File: config.mk
export PLATFORM = sky130hd
export DESIGN_NAME = exc_vector_gen
export DESIGN_NICKNAME = d
export VERILOG_FILES = /design/src/rtl/exc_vec_pkg.sv /design/src/rtl/exc_irq_vector.sv /design/src/rtl/exc_entry_plan.sv /design/src/rtl/exc_cause_update.sv /design/src/rtl/exc_vector_gen.sv
export SDC_FILE = /design/constraint.sdc
export NUM_CORES = 1
export LEC_CHECK = 0
export CAP_MARGIN = 15
export CORE_MARGIN = 1
export CORE_UTILIZATION = 45
export DETAILED_ROUTE_END_ITERATION = 10
export PLACE_DENSITY = 0.77
export SYNTH_ARGS = -nofsm -noshare
export SYNTH_HDL_FRONTEND = slang
export SYNTH_HIERARCHICAL = 1
export SYNTH_SLANG_ARGS = --single-unit
File: constraint.sdc
create_clock -name clk -period 8.4 [get_ports clk]
set_input_delay 1.68 -clock clk [delete_from_list [all_inputs] [get_ports clk]]
set_output_delay 1.68 -clock clk [all_outputs]
set_load 0.05 [all_outputs]
File: src/rtl/exc_vec_pkg.sv
package exc_vec_pkg;

    localparam int VA_W       = 32;
    localparam int IRQ_W      = 8;
    localparam int SPC_RAW_W  = 8;
    localparam int SPC_W      = 6;
    localparam int SPC_SHIFT  = 5;
    localparam int CODE_W     = 5;
    localparam int KIND_W     = 4;
    localparam int BASE_ALIGN = 10;
    localparam int VEC_IDX_W  = $clog2(IRQ_W);

    typedef logic [VA_W-1:0] word_t;

    // Status word field positions
    localparam int ST_EXL   = 1;
    localparam int ST_UX    = 5;
    localparam int ST_SX    = 6;
    localparam int ST_KX    = 7;
    localparam int ST_IM_LO = 8;
    localparam int ST_BEV   = 22;

    // Cause word field positions
    localparam int CA_CODE_LO = 2;
    localparam int CA_IP_LO   = 8;
    localparam int CA_IV      = 23;
    localparam int CA_BD      = 31;

    // Config3 word field positions
    localparam int C3_VINT    = 5;
    localparam int C3_VEIC    = 6;
    localparam int C3_ISA_EXC = 16;

    localparam word_t BOOT_VEC     = 32'hBFC0_0000;
    localparam word_t DEBUG_VEC    = 32'hBFC0_0480;
    localparam word_t BEV_BASE     = 32'hBFC0_0200;
    localparam word_t OFS_GENERAL  = 32'h0000_0180;
    localparam word_t OFS_IRQ_AREA = 32'h0000_0200;
    localparam word_t OFS_REFILL_X = 32'h0000_0080;
    localparam word_t OFS_REFILL   = 32'h0000_0000;

    localparam logic [CODE_W-1:0] CODE_IRQ    = 5'd0;
    localparam logic [CODE_W-1:0] CODE_THREAD = 5'd25;
    localparam logic [CODE_W-1:0] CODE_DSP    = 5'd26;
    localparam logic [CODE_W-1:0] CODE_CACHE  = 5'd30;

    typedef enum logic [KIND_W-1:0] {
        EK_RESET      = 4'd0,
        EK_SOFT_RESET = 4'd1,
        EK_NMI        = 4'd2,
        EK_DEBUG      = 4'd3,
        EK_IRQ        = 4'd4,
        EK_REFILL     = 4'd5,
        EK_OTHER      = 4'd6,
        EK_THREAD     = 4'd7,
        EK_DSP_OFF    = 4'd8,
        EK_CACHE_ERR  = 4'd9
    } exc_kind_e;

    typedef enum logic [1:0] {
        PC_BOOT,
        PC_DEBUG,
        PC_BASED
    } pc_src_e;

    typedef struct packed {
        pc_src_e           src;
        word_t             offset;
        logic              set_code;
        logic [CODE_W-1:0] code;
        logic              clr_bd;
    } entry_plan_t;

    // Map a raw kind code onto the enum; unassigned codes act as "other".
    function automatic exc_kind_e decode_kind(input logic [KIND_W-1:0] raw);
        exc_kind_e k;
        case (raw)
            4'd0:    k = EK_RESET;
            4'd1:    k = EK_SOFT_RESET;
            4'd2:    k = EK_NMI;
            4'd3:    k = EK_DEBUG;
            4'd4:    k = EK_IRQ;
            4'd5:    k = EK_REFILL;
            4'd7:    k = EK_THREAD;
            4'd8:    k = EK_DSP_OFF;
            4'd9:    k = EK_CACHE_ERR;
            default: k = EK_OTHER;
        endcase
        return k;
    endfunction

    // Highest set bit among positions IRQ_W-1 .. 1; zero when none is set.
    function automatic logic [VEC_IDX_W-1:0] top_pending(input logic [IRQ_W-1:0] p);
        logic [VEC_IDX_W-1:0] v;
        v = '0;
        for (int i = 1; i < IRQ_W; i++) begin
            if (p[i]) v = VEC_IDX_W'(i);
        end
        return v;
    endfunction

endpackage

File: src/rtl/exc_irq_vector.sv
module exc_irq_vector
    import exc_vec_pkg::*;
(
    input  logic [IRQ_W-1:0]     pend_raw,
    input  logic [IRQ_W-1:0]     irq_mask,
    input  logic                 iv_bit,
    input  logic                 int_vec_en,
    input  logic                 ext_vec_en,
    input  logic [SPC_RAW_W-1:0] spacing_raw,
    output word_t                irq_offset
);

    logic [IRQ_W-1:0]    pend_masked;
    word_t               spacing;
    logic [IRQ_W-1:0]    vector;
    logic                unused_spc;

    assign pend_masked = pend_raw & irq_mask;
    assign spacing     = word_t'(spacing_raw[SPC_W-1:0]) << SPC_SHIFT;
    assign unused_spc  = ^spacing_raw[SPC_RAW_W-1:SPC_W];

    // Internal scan has precedence over the external controller's value.
    always_comb begin
        if (int_vec_en) begin
            vector = IRQ_W'(top_pending(pend_masked));
        end else begin
            vector = pend_masked;
        end
    end

    always_comb begin
        if (int_vec_en || ext_vec_en) begin
            irq_offset = OFS_IRQ_AREA + (word_t'(vector) * spacing);
        end else if (iv_bit) begin
            irq_offset = OFS_IRQ_AREA;
        end else begin
            irq_offset = OFS_GENERAL;
        end
    end

endmodule

File: src/rtl/exc_entry_plan.sv
module exc_entry_plan
    import exc_vec_pkg::*;
(
    input  exc_kind_e         kind,
    input  logic [1:0]        region,
    input  logic [CODE_W-1:0] code_in,
    input  logic              ux_en,
    input  logic              sx_en,
    input  logic              kx_en,
    input  word_t             irq_offset,
    output entry_plan_t       plan
);

    logic refill_ext;

    always_comb begin
        case (region)
            2'd0:    refill_ext = ux_en;
            2'd1:    refill_ext = sx_en;
            2'd3:    refill_ext = kx_en;
            default: refill_ext = 1'b0;
        endcase
    end

    always_comb begin
        plan.src      = PC_BASED;
        plan.offset   = OFS_GENERAL;
        plan.set_code = 1'b1;
        plan.code     = code_in;
        plan.clr_bd   = 1'b0;
        case (kind)
            EK_RESET, EK_SOFT_RESET: begin
                plan.src      = PC_BOOT;
                plan.set_code = 1'b0;
            end
            EK_NMI: begin
                plan.src      = PC_BOOT;
                plan.set_code = 1'b0;
                plan.clr_bd   = 1'b1;
            end
            EK_DEBUG: begin
                plan.src      = PC_DEBUG;
                plan.set_code = 1'b0;
                plan.clr_bd   = 1'b1;
            end
            EK_IRQ: begin
                plan.offset = irq_offset;
                plan.code   = CODE_IRQ;
            end
            EK_REFILL: begin
                plan.offset = refill_ext ? OFS_REFILL_X : OFS_REFILL;
            end
            EK_THREAD:    plan.code = CODE_THREAD;
            EK_DSP_OFF:   plan.code = CODE_DSP;
            EK_CACHE_ERR: plan.code = CODE_CACHE;
            default: ;
        endcase
    end

endmodule

File: src/rtl/exc_cause_update.sv
module exc_cause_update
    import exc_vec_pkg::*;
(
    input  word_t       cause_cur,
    input  entry_plan_t plan,
    input  logic        exl,
    output word_t       cause_next
);

    always_comb begin
        cause_next = cause_cur;
        if (plan.set_code) begin
            cause_next[CA_CODE_LO +: CODE_W] = plan.code;
        end
        if (plan.clr_bd && !exl) begin
            cause_next[CA_BD] = 1'b0;
        end
    end

endmodule

File: src/rtl/exc_vector_gen.sv
module exc_vector_gen
    import exc_vec_pkg::*;
#(
    parameter bit HAS_CISA = 1'b1
) (
    input  logic        clk,
    input  logic        rst,
    input  logic        req_valid,
    input  logic [3:0]  exc_kind,
    input  logic [1:0]  fault_region,
    input  logic [4:0]  exc_code,
    input  logic [31:0] status_in,
    input  logic [31:0] cause_in,
    input  logic [31:0] config3_in,
    input  logic [7:0]  intctl_spacing,
    input  logic [31:0] ebase_in,
    output logic        out_valid,
    output logic [31:0] new_pc,
    output logic [31:0] cause_out,
    output logic        isa16_mode
);

    exc_kind_e   kind;
    word_t       irq_offset;
    entry_plan_t plan;
    word_t       base;
    word_t       pc_next;
    word_t       cause_next;
    logic        isa_next;
    logic        unused_fields;

    assign kind          = decode_kind(exc_kind);
    assign unused_fields = ^{status_in, config3_in, ebase_in[BASE_ALIGN-1:0]};

    exc_irq_vector u_irq (
        .pend_raw    (cause_in[CA_IP_LO +: IRQ_W]),
        .irq_mask    (status_in[ST_IM_LO +: IRQ_W]),
        .iv_bit      (cause_in[CA_IV]),
        .int_vec_en  (config3_in[C3_VINT]),
        .ext_vec_en  (config3_in[C3_VEIC]),
        .spacing_raw (intctl_spacing),
        .irq_offset  (irq_offset)
    );

    exc_entry_plan u_plan (
        .kind       (kind),
        .region     (fault_region),
        .code_in    (exc_code),
        .ux_en      (status_in[ST_UX]),
        .sx_en      (status_in[ST_SX]),
        .kx_en      (status_in[ST_KX]),
        .irq_offset (irq_offset),
        .plan       (plan)
    );

    exc_cause_update u_cause (
        .cause_cur  (cause_in),
        .plan       (plan),
        .exl        (status_in[ST_EXL]),
        .cause_next (cause_next)
    );

    assign base = status_in[ST_BEV] ? BEV_BASE
                                    : {ebase_in[VA_W-1:BASE_ALIGN], {BASE_ALIGN{1'b0}}};

    always_comb begin
        case (plan.src)
            PC_BOOT:  pc_next = BOOT_VEC;
            PC_DEBUG: pc_next = DEBUG_VEC;
            default:  pc_next = base + plan.offset;
        endcase
    end

    generate
        if (HAS_CISA) begin : g_cisa
            assign isa_next = config3_in[C3_ISA_EXC];
        end else begin : g_no_cisa
            assign isa_next = 1'b0;
        end
    endgenerate

    always_ff @(posedge clk) begin
        if (rst) begin
            out_valid  <= 1'b0;
            new_pc     <= '0;
            cause_out  <= '0;
            isa16_mode <= 1'b0;
        end else begin
            out_valid <= req_valid;
            if (req_valid) begin
                new_pc     <= pc_next;
                cause_out  <= cause_next;
                isa16_mode <= isa_next;
            end
        end
    end

endmodule

==> results of run 1 <==
-- worst max-delay path by stage --
stage	from	endpoint	slack [ps]	depth (start not counted)
2_1_floorplan	cause_in[10]	new_pc[31]	710	25
3_3_place_gp	cause_in[10]	new_pc[31]	-90	27
3_5_place_dp	cause_in[13]	new_pc[31]	-90	27
4_1_cts	config3_in[5]	new_pc[31]	220	24
5_1_grt	config3_in[5]	new_pc[31]	-20	25
6_report	config3_in[5]	new_pc[31]	330	24
-- kinds of logic after synthesis --
| logic type | share of synthesized area [%] |
|---|---|
| compound gates | 16.9 |
| xor+xnor | 1.85 |
| fa+ha+maj | 16.4 |
| buf+inv | 10.1 |
| flops | 20.0 |
| mux | 7.24 |
| other cells | 0.0566 |
| simple gates | 27.6 |
-- layer usage --
metal,vias to the layer above,wire [um],track usage [%]
li1,3144,-,-
met1,2885,7700,29.1
met2,191,8170,39.6
met3,31,1160,5.67
met4,0,405,8.43
met5,-,0,0
-- state kept, by name (all words and copies together) (netlist names) --
name and cells:
new_pc 32, isa16_mode 1, out_valid 1, cause_out 32
-- where the power goes --
| group | internal, mW | switching, mW |
|---|---|---|
| logic | 0.237 | 0.296 |
| registers | 0.333 | 0.00990 |
| clock network | 0.205 | 0.146 |
-- through the flow --
step / setup TNS [ps] / power, mW / std cells / instance area (sq um) / hold WS (ps)
2_1_floorplan: 0 / 0.707 / 849 / 6680 / 666
3_3_place_gp: -88.3 / 0.858 / 1154 / 8350 / 442
3_5_place_dp: -92.4 / 0.865 / 1154 / 8350 / 446
4_1_cts: 0 / 1.22 / 1169 / 8620 / 458
5_1_grt: -20.2 / 1.30 / 1170 / 8680 / 482
6_report: 0 / 1.23 / 1170 / 8680 / 450
-- cell type report --
type	count	area (sq um)	share of cell area, %
clock buffers	10	239	2.75
clock inverters	5	31.3	0.360
inverters	45	169	1.95
multi-input cells	656	4750	54.7
flip-flops and latches	66	1320	15.2
well taps	180	225	2.60
repair buffers	208	1940	22.4
-- layout by cell type, fill, tap and decap left out, drive strengths merged, types with 30 or more instances in the layout --
master | netlist | routed
clkdlybuf4s50 | 0 | 153
nor2 | 90 | 90
dfxtp | 66 | 66
and2 | 66 | 66
buf | 53 | 55
a21oi | 55 | 55
nand2 | 48 | 48
inv | 45 | 45
ha | 45 | 45
mux2i | 40 | 40
nor2b | 30 | 30
-- critical path, delay by kind of cell --
| family | cells | cell delay [ps] |
|---|---|---|
| and+or+nand+nor | 9 | 2200 |
| adders and majority gates | 5 | 2170 |
| AOI/OAI and AO/OA | 5 | 1090 |
| buffers and inverters | 4 | 970 |
| muxes | 1 | 200 |
-- repair_timing --
action	4_1_cts	5_1_grt
endpoints found under the setup margin	0	3
hold buffers	0	0
gates resized for setup	0	11
buffers inserted	0	1
==> results by group, run 1 <==
Clock tree
  • Num CTS Buffers: 9
  • Clock insertion delay at the later pin of the skew report: 330 ps
  • H-tree Lvls: 3
  • Clock root buffer master: clkbuf_16
  • CTS tree: done
  • Clk sinks: 66
  • Reg clk slew, reported paths: 50 ps
  • Max clock buf depth: 2

Critical path
  • Crit end category: flip-flop
  • Worst EP required: ~8600 ps
  • R2R depth: 2
  • Worst-path cell chain: clkdlybuf4s50_1 -> a41oi_2 -> and2_1 -> fa_1 -> inv_1 -> fa_1 -> fa_1 -> inv_1 -> ha_2 -> nand3_2 -> and2_1 -> or3_4 -> a21bo_1 -> and4bb_1 -> mux2i_1 -> and2_1 -> ha_1 -> and2_1 -> or2_1 -> a31oi_2 -> buf_4 -> a2111oi_0 -> or4_1 -> a311oi_1
  • CP max stage cell: clkdlybuf4s50_1
  • Crit start category: input pin
  • Worst r2r src: new_pc[20]
  • R2r endpoint: new_pc[20]
  • Critical path fanouts, max: 10
  • Reg2Reg Setup Slack: 7480 ps
  • Crit Path Class: in -> reg
  • WP data arrival: 8310 ps
  • Max incr delay on CP: 700 ps
  • Top cell by count, worst path: and2_1

Logic synthesis
  • Yosys top cell by area: dfxtp_1
  • Synth Instances: 833
  • Avg Inst Size Synth: 7.95 sq um
  • Top post-synthesis cells by count: nor2_1 (90), dfxtp_1 (66), and2_1 (63)
  • Most frequent cell after synthesis: nor2_1
  • Main area contributors after synthesis: dfxtp_1 (20%), ha_1 (8.5%), fa_1 (7.9%)
  • Yosys reg bits: 66
  • Share of the synthesized area in the top cell type: between 10% and 20%
  • Primary FF master, synth: dfxtp_1
  • Register area share after synthesis: ~20%
  • Asr flop ratio synth: 0%
  • Post-synth EDFFs: 0
  • Synth Cell Area: 0.00662 sq mm
  • Yosys warning total: 6
  • Yosys cell types: 81

STA
  • Minimum clock period: 8070 ps
  • Fmax achieved: 124 MHz
  • Max Transition Viols Final: 0
  • Setup violators final: 0
  • Clock skew: 0 ps
  • Worst Setup Slack, final: 326 ps
  • Worst-margin pin slew: 1030 ps
  • Slew HR: roughly a third
  • Final worst-path cycle share: 96.1%
  • Fin. Hold Viols: 0

Floorplanning
  • Core area: 0.0141 sq mm
  • Io pins: 216
  • Number of core rows: 43
  • Die width: 123 um
  • Initial core utilization: 47.0%
  • Die height: ~120 um
  • DIE AREA: 0.0152 sq mm

GRT
  • Antenna violations before repair: 0
  • GRT Overall Usage: around a quarter
  • First-pass GRT wire length: approximately 28000 um
  • GRT Residual Overflow: 0
  • Vias in the first global route: ~6000
  • Largest net degree at the start of global routing: 72

Final layout
  • Final core utilization: 61.6%
  • Inserted Diodes: 0
  • Area delta synth->final: 31.0%
  • Final nets: ~1200
  • Layout cells sized above 1: a little under an eighth
  • Fill cells: 1267

Route
  • Via density: 5.34
  • Drc violations: 0
  • Drt total wl: 17400 um
  • DRT iter0 DRCs: roughly 330
  • Via count: ~6300
  • Antenna-violating nets left: 0
  • Routed WL per cell: approximately 15 um
  • Drt pass-1 iters: 5

Outcome
  • Status: completed

Job
  • Maxcap violations: 0

Placement
  • Port bufs: 155
  • Hpwl dp: 13200 um
  • Gpl congestion: 0.891
  • Post-Place Worst Slack: -92.4 ps

Hold path
  • Worst min path class: reg -> reg
  • Worst Hold Path EP: new_pc[30]
  • Hold Path Depth: 2
  • Worst Hold Launch: new_pc[30]

Power and ir drop
  • Pwr dens: 141 mW/mm^2
  • Leakage: ~3.8 nW
  • Worst vdd ir: roughly 0.11 mV
Power figures use the tool's default switching activity.
==> inputs of run 2 (changes only) <==
--- a/config.mk
+++ b/config.mk
@@ -5,8 +5,9 @@
 export SDC_FILE = /design/constraint.sdc
 export NUM_CORES = 1
 export LEC_CHECK = 0
+export ABC_CLOCK_PERIOD_IN_PS = 8400
 export CAP_MARGIN = 15
-export CORE_MARGIN = 1
+export CORE_MARGIN = 2
 export CORE_UTILIZATION = 45
 export DETAILED_ROUTE_END_ITERATION = 10
 export PLACE_DENSITY = 0.77
==> run 2 against run 1 <==
Effect of this change: utilization is 1.0 points lower; critical endpoint unchanged; sequential power hardly changed; sequential cell count stayed put; non-clock buffer count is 2 higher; critical path depth is 2 higher; sequential share of layout area is 0.15 points lower; worst setup slack better by 12 ps; largest power group unchanged; total power is 0.89% higher.
==> results by group, run 2 (synthesized netlist as in run 1, its figures left out) <==
Outcome
  • Status: completed

Clock tree
  • Clk sinks: 66
  • Max clock buf depth: 2
  • Post-CTS setup buffers: 0
  • CTS tree: done
  • Reg clk slew, reported paths: 60 ps
  • Clock insertion delay at the later pin of the skew report: approximately 330 ps
  • Hold Buf Count CTS: 0
  • Clock root buffer master: clkbuf_16
  • Cts repair resizes: 0
  • H-tree Lvls: 3
  • Num CTS Buffers: 9

STA
  • Minimum clock period: 8060 ps
  • Final worst-path cycle share: 96.0%
  • RSZ-0062 raised after global routing: false
  • Fin. Hold Viols: 0
  • Worst-margin pin slew: approximately 1000 ps
  • Fmax achieved: 124 MHz
  • Slew HR: 31.6%
  • Clock skew: 0 ps
  • Setup violators final: 0
  • Max Transition Viols Final: 0

Hold path
  • Hold Path Depth: 2
  • Worst min path class: reg -> reg
  • Worst Hold Launch: new_pc[30]
  • Worst Hold Path EP: new_pc[30]

Floorplanning
  • Io pins: around 220
  • Core area: 0.0145 sq mm
  • Number of core rows: 44
  • Die height: 125 um
  • DIE AREA: between 0.015 and 0.02 sq mm
  • Initial core utilization: 45.7%
  • Die width: 125 um

Critical path
  • R2R depth: 2
  • Critical path fanouts, max: 5
  • Worst EP required: about 8600 ps
  • Max incr delay on CP: 540 ps
  • Crit Path Class: in -> reg
  • WP data arrival: between 8000 and 9000 ps
  • R2r endpoint: new_pc[20]
  • CP max stage cell: fa_1
  • Reg2Reg Setup Slack: ~7500 ps
  • Crit start category: input pin
  • Worst r2r src: new_pc[20]
  • Crit end category: flip-flop

Power and ir drop
  • Switching share of power: 37.4%
  • Clock network fraction of total power: 28.9%
  • Worst vdd ir: 0.120 mV
  • P_int: 0.774 mW
  • Leakage: 3.79 nW
  • Pwr dens: approximately 140 mW/mm^2
  • Combinational share of power: 43.5%
  • P_sw: 0.462 mW
  • Seq pwr share: between 20% and 30%
  • Power Total: 1.24 mW

Final layout
  • Layout cells sized above 1: 12.9%
  • Final instance area: between 0.008 and 0.009 sq mm
  • Area delta synth->final: 32.3%
  • Top flop regs: cause_out (32), new_pc (32)
  • Commonest non-fill, non-tap cell in the layout: clkdlybuf4s50_1
  • Most frequent cells in the layout: clkdlybuf4s50_1 (153), nor2_1 (88), dfxtp_1 (66), and2_1 (63), buf_4 (56)
  • Inserted Diodes: 0
  • Final nets: 1209

Route
  • Routed WL per cell: 14.6 um
  • Antenna-violating nets left: 0
  • Drt total wl: 17200 um
  • DRT iter0 DRCs: 371
  • Via count: 6354
  • Via density: 5.40
  • Drt pass-1 iters: 5
  • Drc violations: 0

GRT
  • GRT Overall Usage: 21.9%
  • Antenna violations before repair: 1
  • Largest net degree at the start of global routing: 73
  • GRT Residual Overflow: 0
  • First-pass GRT wire length: 28500 um
  • Vias in the first global route: between 6000 and 7000

Placement
  • Hpwl dp: 13100 um
  • Gpl congestion: 0.920
  • Port bufs: 155
  • Post-DP Area: 0.00837 sq mm

Job
  • Maxcap violations: 0
## run 2: changes by cell type in the layout (fill, tap and decap cells not counted), moves of 2 or more
cell / before / now
buf_4: 54 / 56
clkinvlp_4: 1 / 3
clkinv_2: 3 / 1
a2111oi_0: 4 / 1
inv_6: 0 / 2
a2111oi_1: 0 / 2
## run 2: power groups by stage
stage | logic [mW] | registers, mW | clock network [mW]
after floorplan | 0.292 | 0.415 | 0
after global placement | 0.510 | 0.348 | 0
after detailed placement | 0.516 | 0.348 | 0
after CTS | 0.520 | 0.342 | 0.368
after global routing | 0.591 | 0.344 | 0.381
final | 0.538 | 0.342 | 0.357
## run 2: worst max-delay path by stage
stage,startpoint,to,cells past startpoint
finish,cause_in[13],new_pc[31],26
detailed placement,cause_in[13],new_pc[31],26
global placement,cause_in[13],new_pc[31],26
global route,cause_in[13],new_pc[31],26
CTS,cause_in[13],new_pc[31],26
floorplan,cause_in[10],new_pc[31],25
## run 2: metrics by stage
step	TNS, ps	cells	worst slack [ps]	hold WS (ps)	util [%]
floorplan	0	849	707	666	-
global placement	-193	1161	-105	442	57.8
detailed placement	-829	1161	-248	456	57.8
CTS	0	1177	93.8	470	59.8
global route	0	1177	8.81	500	60.5
finish	0	1177	338	463	60.5
## run 2: worst max-delay path, delay by kind of cell
kind,cells,cell delay [ps]
fa+ha+maj,5,2190
mux,1,220
simple gates,11,2300
compound gates,6,1350
buf+inv,3,540
## run 2: layer usage
metal	GRT usage (%)	share of wire, %
met5	0	0.076
met1	26.3	43
met4	7.45	2.1
met3	5.65	6.6
met2	38.0	48
## run 2: final cells by class
type	instances	area, sq um
Fill cell	1273	5720
Multi-Input combinational cell	656	4810
Timing Repair Buffer	210	1960
Sequential cell	66	1320
Tap cell	184	230
Clock buffer	9	225
Inverter	45	169
Clock inverter	7	53.8
